### src/rtl/fp32_addsub.sv
module fp32_addsub #(
  parameter int EW = 8,
  parameter int FW = 23
) (
  input  logic                clk,
  input  logic                rst_n,
  input  logic [EW+FW:0]      op_a,
  input  logic [EW+FW:0]      op_b,
  input  logic                op_sub,
  output logic [EW+FW:0]      result,
  output logic                overflow,
  output logic                invalid
);
  localparam int W   = 1 + EW + FW;
  localparam int MW  = FW + 1;
  localparam int GW  = MW + 3;
  localparam int XW  = 2 * MW + 2;
  localparam int LZW = $clog2(GW + 1);
  localparam int DW  = $clog2(XW + 1);
  localparam logic [EW-1:0] EMAX = '1;
  localparam logic [W-1:0]  QNAN = {1'b0, EMAX, 1'b1, {(FW-1){1'b0}}};

  // unpack
  wire          sa = op_a[W-1];
  wire          sb = op_b[W-1] ^ op_sub;
  wire [EW-1:0] ea = op_a[W-2:FW];
  wire [EW-1:0] eb = op_b[W-2:FW];
  wire          za = (ea == '0);
  wire          zb = (eb == '0);
  wire          nan_a = (ea == EMAX) && (op_a[FW-1:0] != '0);
  wire          nan_b = (eb == EMAX) && (op_b[FW-1:0] != '0);
  wire          inf_a = (ea == EMAX) && (op_a[FW-1:0] == '0);
  wire          inf_b = (eb == EMAX) && (op_b[FW-1:0] == '0);
  wire          eff_sub = sa ^ sb;

  wire [W-2:0]  ma = za ? '0 : op_a[W-2:0];
  wire [W-2:0]  mb = zb ? '0 : op_b[W-2:0];
  wire          swap = (mb > ma);
  wire          s_big = swap ? sb : sa;
  wire [W-2:0]  m_big = swap ? mb : ma;
  wire [W-2:0]  m_sml = swap ? ma : mb;
  wire [EW-1:0] e_big = m_big[W-2:FW];
  wire [EW-1:0] e_sml = m_sml[W-2:FW];
  wire [MW-1:0] sig_big = {e_big != '0, m_big[FW-1:0]};
  wire [MW-1:0] sig_sml = {e_sml != '0, m_sml[FW-1:0]};

  // align
  wire [EW-1:0] dexp = e_big - e_sml;
  wire [DW-1:0] dcap = (32'(dexp) >= XW) ? DW'(XW) : DW'(dexp);
  wire [XW-1:0] ext  = {sig_sml, {(XW-MW){1'b0}}} >> dcap;
  wire [GW-1:0] al   = {ext[XW-1:XW-MW-2], |ext[XW-MW-3:0]};
  wire [GW-1:0] bl   = {sig_big, 3'b000};

  // add
  wire [GW:0]   sum = eff_sub ? ({1'b0, bl} - {1'b0, al}) : ({1'b0, bl} + {1'b0, al});

  // normalise
  logic [LZW-1:0] lz;
  always_comb begin
    lz = LZW'(GW);
    for (int i = 0; i < GW; i++)
      if (sum[i]) lz = LZW'(GW - 1 - i);
  end

  logic [GW-1:0]          nrm;
  logic signed [EW+1:0]   en;
  always_comb begin
    if (sum[GW]) begin
      nrm = {sum[GW:2], sum[1] | sum[0]};
      en  = $signed({2'b00, e_big}) + 1;
    end else begin
      nrm = sum[GW-1:0] << lz;
      en  = $signed({2'b00, e_big}) - $signed({{(EW+2-LZW){1'b0}}, lz});
    end
  end

  // round to nearest even
  wire          rinc = nrm[2] & (nrm[1] | nrm[0] | nrm[3]);
  wire [MW:0]   rnd  = {1'b0, nrm[GW-1:3]} + (MW+1)'(rinc);
  wire signed [EW+1:0] er = en + $signed({{(EW+1){1'b0}}, rnd[MW]});
  wire [FW-1:0] fr = rnd[MW] ? rnd[FW:1] : rnd[FW-1:0];

  // range check and pack
  logic [W-1:0] res_d;
  logic         ovf_d, inv_d;
  always_comb begin
    ovf_d = 1'b0;
    inv_d = 1'b0;
    if (nan_a || nan_b || (inf_a && inf_b && eff_sub)) begin
      res_d = QNAN;
      inv_d = 1'b1;
    end else if (inf_a)
      res_d = {sa, EMAX, {FW{1'b0}}};
    else if (inf_b)
      res_d = {sb, EMAX, {FW{1'b0}}};
    else if (sum == '0)
      res_d = '0;
    else if (er >= $signed({2'b00, EMAX})) begin
      res_d = {s_big, EMAX, {FW{1'b0}}};
      ovf_d = 1'b1;
    end else if (er <= 0)
      res_d = {s_big, {(W-1){1'b0}}};
    else
      res_d = {s_big, er[EW-1:0], fr};
  end

  always_ff @(posedge clk or negedge rst_n) begin
    if (!rst_n) begin
      result   <= '0;
      overflow <= 1'b0;
      invalid  <= 1'b0;
    end else begin
      result   <= res_d;
      overflow <= ovf_d;
      invalid  <= inv_d;
    end
  end
endmodule

### config.mk
export PLATFORM = sky130hd
export DESIGN_NAME = fp32_addsub
export DESIGN_NICKNAME = d
export VERILOG_FILES = /design/src/rtl/fp32_addsub.sv
export SDC_FILE = /design/constraint.sdc
export NUM_CORES = 1
export LEC_CHECK = 0
export ABC_CLOCK_PERIOD_IN_PS = 800
export BUFFER_PORTS_ARGS = -buffer_cell sky130_fd_sc_hd__buf_2
export CAP_MARGIN = 20
export CORE_ASPECT_RATIO = 0.5
export CORE_UTILIZATION = 31
export CTS_CLUSTER_SIZE = 20
export DETAILED_ROUTE_END_ITERATION = 12
export PLACE_DENSITY = 0.44
export SETUP_SLACK_MARGIN = 0.02
export SKIP_LAST_GASP = 1
export SYNTH_ARGS = -nofsm -noshare
export SYNTH_HDL_FRONTEND = slang
export SYNTH_SLANG_ARGS = --single-unit
export TNS_END_PERCENT = 50
### constraint.sdc
create_clock -name clk -period 0.8 [get_ports clk]
set_clock_uncertainty 0.2 [all_clocks]
set_input_delay 0.16 -clock clk [delete_from_list [all_inputs] [get_ports clk]]
set_output_delay 0.16 -clock clk [all_outputs]
set_load 0.01 [all_outputs]
; Word-level counts from Yosys, hierarchy flattened
; Cells that the tools add are included.
[word_totals]
ff_bits = 34
latchBits = 0
ramBits = 0
rom_bits = 0
memories = 0
[op_classes]
addsub = 7
n_mul = 0
n_div = 0
n_lt_le_gt_ge = 4
eq_ne = 2
shift = 2
n_mux = 49
bitwise_logic = 6
reduce_logical = 18
[ops]
columns = cell, n
row1 = 31-bit 2-to-1 mux, 6
row2 = 32-bit 2-to-1 mux, 4
row3 = 5-bit 2-to-1 mux, 25
row4 = 50-bit by 6-bit right shift with 50-bit output, 1
row5 = 23-bit zero test, 2
row6 = 23-bit nonzero test, 2
row7 = 31-bit greater-than comparator, 1
row8 = 27-bit by 27-bit adder with 28-bit output, 1
row9 = 28-bit zero test, 1
row10 = 28-bit 2-to-1 mux, 1
row11 = 27-bit by 27-bit subtractor with 28-bit output, 1
row12 = 27-bit 2-to-1 mux, 1
row13 = 27-bit by 5-bit left shift with 27-bit output, 1
row14 = 24-bit by 1-bit adder with 25-bit output, 1
row15 = 24-bit OR reduction, 1
row16 = 23-bit 2-to-1 mux, 1
row17 = 8-bit equality test (second input constant), 2
row18 = 8-bit zero test, 2
row19 = 8-bit nonzero test, 2
row20 = 10-bit by 2-bit adder with 10-bit output, 1
row21 = 10-bit by 9-bit >= comparator with 1-bit output (second input constant), 1
row22 = 10-bit by 1-bit <= comparator with 1-bit output (second input constant), 1
row23 = 10-bit 2-to-1 mux, 1
row24 = 8-bit by 1-bit adder with 9-bit output (second input constant), 1
row25 = 11 further kinds, 27

; Logic depth before layout (Yosys ltp)
[depth]
word_depth = 52
depth_mapped = 82
depth_no_buf = 71

; Least setup slack after synthesis
; OpenSTA, ideal clock, no wires.
[synth_timing]
path_kind = input to register
start = in op_b[23]
end = reg result[10]
t_arrival_ns = 15.657
setup_slack_ns = -15.132
cell_stages = 79
cell_sequence = nor4_1 > nand2_1 > clkbuf_1 > nand2_1 > inv_1 > ha_1 > a21oi_1 > o211ai_1 > o31ai_1 > a21boi_4 > nor2_8 > clkbuf_1 > buf_1 > buf_1 > clkbuf_1 > mux2_2 > ha_1 > nor2_1 > [... 43 more ...] > nand4_2 > nor4b_4 > nand4b_2 > inv_1 > ha_1 > ha_1 > inv_1 > nor3_1 > or3b_2 > or4_1 > and3_1 > and2_1 > a31oi_1 > nand2b_1 > or2_2 > or3_1 > buf_6 > o21ai_2
[synth_between]
elab_chain_len = 52
[synth_lines]
columns = item, line
row1 = "start, declared", 8  ; input logic [EW+FW:0] op_b,
row2 = 8-bit zero test, 29  ; wire zb = (eb == '0);
row3 = 31-bit 2-to-1 mux, 37  ; wire [W-2:0] mb = zb ? '0 : op_b[W-2:0];
row4 = 31-bit greater-than comparator, 38  ; wire swap = (mb > ma);
row5 = 31-bit 2-to-1 mux (on tied branches), "40, 41"
row6 = 8-bit subtractor, 48  ; wire [EW-1:0] dexp = e_big - e_sml;
row7 = 8-bit by 6-bit >= comparator with 1-bit output, 49  ; wire [DW-1:0] dcap = (32'(dexp) >= XW) ? DW'(XW) : DW'(dexp);
row8 = 6-bit 2-to-1 mux, 49
row9 = 50-bit by 6-bit right shift with 50-bit output, 50  ; wire [XW-1:0] ext = {sig_sml, {(XW-MW){1'b0}}} >> dcap;
row10 = [... 37 more ...], -
row11 = 10-bit by 1-bit <= comparator with 1-bit output, 101  ; end else if (er <= 0)
row12 = 31-bit 2-to-1 mux, 101
row13 = 31-bit 2-to-1 mux, 98  ; else if (er >= $signed({2'b00, EMAX})) begin
row14 = 32-bit 2-to-1 mux, 96  ; else if (sum == '0)
row15 = 32-bit 2-to-1 mux, 94  ; else if (inf_b)
row16 = 32-bit 2-to-1 mux, 92  ; end else if (inf_a)
row17 = 32-bit 2-to-1 mux (*), 89  ; if (nan_a || nan_b || (inf_a && inf_b && eff_sub)) begin
row18 = via res_d[10], 84  ; logic [W-1:0] res_d;
row19 = "end signal, assigned", 113  ; result <= res_d;
row20 = "end, declared", 10  ; output logic [EW+FW:0] result,
; The timed path passes the listed nets; every way through them passes the cells marked *.

; Worst setup path after layout
[layout_timing]
start = in op_b[24]
end = reg result[4]
; The elaborated chain is that of the path after synthesis.

==> results.txt <==
----------------------------------------------------
[Status]
  Status ... complete, but fails checks
  Violated checks ... design-rule violations, negative setup slack

[Power]
  Maximum resistive drop on vdd ... 1.474 mV
  Areal power density over the cells ... 2649 nW/µm²
  P_leak ... 10.81 nW

[GRT]
  Vias in the first global route ... 18180
  Maximum number of pins on one net before global-route repair ... 41
  Antenna violations before repair ... 0
  Total congestion overflow ... 0
  First-pass GRT wire length ... 105400 µm
  Aggregate global-route resource usage ... 32.12%

[Finish]
  Ant. Diodes ... 0
  Non-filler cells in the finished layout ... 3415
  Most common library cell in the layout ignoring fill and taps ... sky130_fd_sc_hd__buf_4
  Layout cell share with drive strength beyond 1 ... 47.41%
  Area growth from synthesis to final layout ... 77.30%
  Core utilization of the finished layout ... 55.74%
  Finished layout cell area ... 22560 µm²
  Net count reported at finish ... 3034
  Commonest non-fill, non-tap cells in the layout ... sky130_fd_sc_hd__buf_4, sky130_fd_sc_hd__nand2_1, sky130_fd_sc_hd__nor2_1, sky130_fd_sc_hd__a21oi_1, sky130_fd_sc_hd__o21ai_0

[Placement]
  Instance area after placement ... 20450 µm²
  DP Wirelength ... 57930 µm
  Port bufs ... 100
  GP Congestion ... 1.009
  Count of placed standard cells including taps ... 3308

[Yosys]
  Dominant cells by area after synthesis ... sky130_fd_sc_hd__ha_1, sky130_fd_sc_hd__nand2_1, sky130_fd_sc_hd__dfrtp_1
  Primary flip-flop cell chosen by synthesis mapping ... sky130_fd_sc_hd__dfrtp_1
  Post-synthesis register bit count ... 34
  Mean cell area of the mapped netlist ... 6.613 µm²
  Share of Yosys cell area claimed by the top area cell type ... 8.949%
  Number of enable flip-flop cells after synthesis ... 0
  Synth Warn # ... 0
  Net count after synthesis ... 2084
  Sequential fraction of the synthesis area ... 6.687%
  Post-synth cell types ... 117
  Post-synthesis cell count ... 1924
  Post-synthesis instance area ... 12720 µm²
  FFs w/ async S/R, synth ... 100.0%
  Most area-hungry cell type in the Yosys netlist ... sky130_fd_sc_hd__ha_1

[Clock tree]
  Clock edge transition at the registers on the reported setup and hold paths ... 50 ps
  Clock root cell ... sky130_fd_sc_hd__clkbuf_16
  CTS buffer count ... 5
  Clock tree buffer depth ... 2
  Depth of the CTS H-tree ... 2
  Sinks on the clock net ... 34
  CTS tree ... yes

[Floorplanning]
  Die footprint ... 41910 µm²
  Vertical die dimension ... 145.3 µm
  Num rows ... 52
  Die Span X ... 288.5 µm
  Ports placed on the boundary ... 101
  Initial cell density of the core ... 31.44%
  Floorplan Core Area ... 40470 µm²

[Setup path]
  Top cell by count, worst path ... sky130_fd_sc_hd__ha_4
  Data arrival time of the critical path ... 13910 ps
  Delay of the slowest cell on the worst path ... 430 ps
  Startpoint type of the worst setup path ... primary input
  Data required time of the critical path ... 800 ps
  Maximum fanout count along the critical path ... 7
  Critical Path Sink Type ... flip-flop
  Critical path type ... primary input to flip-flop
  Slowest cell on the critical path ... sky130_fd_sc_hd__a311oi_4

[Timing]
  Slew at the pin with the worst max-slew slack ... 645.2 ps
  Final Slew Violations ... 0
  Final Hold Violating Endpoints ... 0
  Headroom to the max-slew limit ... 56.62%
  Fmax ... 71.91 MHz
  Final number of setup-violating endpoints ... 68
  Final critical-path required period ... 13910 ps
  Fin worst setup slack ... -13110 ps
  Unrepaired setup endpoints after global routing ... yes
  Worst hold slack ... 151.0 ps
  Final worst path period share ... 1738%

[Drt]
  Post-route DRC ... 4
  Average routed wire per standard cell ... 20.12 µm
  Starting DRC count in detailed routing ... 1543
  Detailed-route wire length ... 68700 µm
  Antenna Nets Post-Route ... 0
  Initial DRT Pass Iterations ... 9
  Vias ... 18540
  Via density per instance ... 5.430

[Run]
  Max cap viols ... 0

[Min path]
  Type of the most critical hold path ... primary input to flip-flop

----------------------------------------------------
sequential cells by signal, indices dropped and copies added, names as in the netlist:
signal	count
invalid	1
overflow	1
result	32
metrics by stage:
| step | setup TNS, ps | worst slack [ps] | power, mW |
|---|---|---|---|
| after floorplan | -428650 | -13380 | 26.18 |
| after global placement | -445750 | -13740 | 51.14 |
| after detailed placement | -449220 | -13840 | 50.95 |
| after CTS | -426730 | -12900 | 56.59 |
| after global routing | -457850 | -13740 | 63.57 |
| final | -436040 | -13110 | 59.76 |
cells in the mapped netlist, types with 28 or more instances:
| cell | n |
|---|---|
| sky130_fd_sc_hd__nand2_1 | 249 |
| sky130_fd_sc_hd__nor2_1 | 181 |
| sky130_fd_sc_hd__a21oi_1 | 144 |
| sky130_fd_sc_hd__o21ai_0 | 131 |
| sky130_fd_sc_hd__inv_1 | 97 |
| sky130_fd_sc_hd__ha_1 | 91 |
| sky130_fd_sc_hd__nand3_1 | 80 |
| sky130_fd_sc_hd__clkbuf_1 | 71 |
| sky130_fd_sc_hd__nor3_1 | 62 |
| sky130_fd_sc_hd__mux2i_1 | 47 |
| sky130_fd_sc_hd__xnor2_1 | 41 |
| sky130_fd_sc_hd__dfrtp_1 | 34 |
| sky130_fd_sc_hd__a21o_1 | 30 |
| sky130_fd_sc_hd__nor4_1 | 30 |
| sky130_fd_sc_hd__a31oi_1 | 29 |
| sky130_fd_sc_hd__nand4_1 | 28 |
logic make-up (layout without fill, tap and decap cells):
family          after synthesis  after routing  share of synthesized area [%]
fa+ha+maj                    93             93                          9.263
buf+inv                     216           1166                          6.972
mux                          66             66                          5.782
xor+xnor                     69             69                          4.927
compound gates              656            656                          36.02
simple gates                790            791                          30.35
flops                        34             34                          6.687
critical path, delay by kind of cell:
kind	cells	cell delay [ps]
AO/OA/AOI/OAI	29	5610
multiplexers	3	900
AND/OR/NAND/NOR	26	4490
buffers and inverters	15	1710
adder cells (fa/ha/maj)	6	990
cell type report:
| cell class | instances | area, µm² |
|---|---|---|
| fillers | 4009 | 17910 |
| multi-input cells | 1675 | 12440 |
| repair buffers | 1057 | 8034 |
| flip-flops and latches | 34 | 850.8 |
| well taps | 540 | 675.6 |
| inverters | 101 | 389.1 |
| clock buffers | 5 | 125.1 |
| clock inverters | 3 | 40.04 |
worst paths after layout:
kind                       startpoint              endpoint  slack, ps  cells after the start
setup / recovery             op_b[24]   result[4]$_DFF_PN0_     -13110                     79
hold / removal               op_a[31]  result[31]$_DFF_PN0_        150                      3
max in group asynchronous       rst_n   result[5]$_DFF_PN0_         60                      3
min in group asynchronous       rst_n     invalid$_DFF_PN0_        170                      3
where the power goes:
part / internal [mW] / switching (mW) / total [mW] / leakage (nW)
logic: 26.7 / 28.1 / 54.9 / 10.3
clock network: 1.45 / 0.694 / 2.15 / 0.0836
registers: 2.52 / 0.235 / 2.76 / 0.409
total: 30.7 / 29.0 / 59.8 / 10.8
metal layers:
metal	track usage, %	routed length, µm	vias to the layer above
met5	0	0	-
met4	8.889	2092	0
met3	2.752	3660	105
met2	50.86	29970	566
met1	46.05	32980	8767
li1	-	-	9105
timing repair:
item                                   4_1_cts  5_1_grt
setup buffers                               62       32
setup endpoints to repair                   68      102
hold buffers                                 1        0
gates cloned                                 6        1
resized for setup                          164       87
endpoints found under the hold margin       34        0
pin swaps                                   77       40
Note: power is estimated with default switching activity, not from simulation.
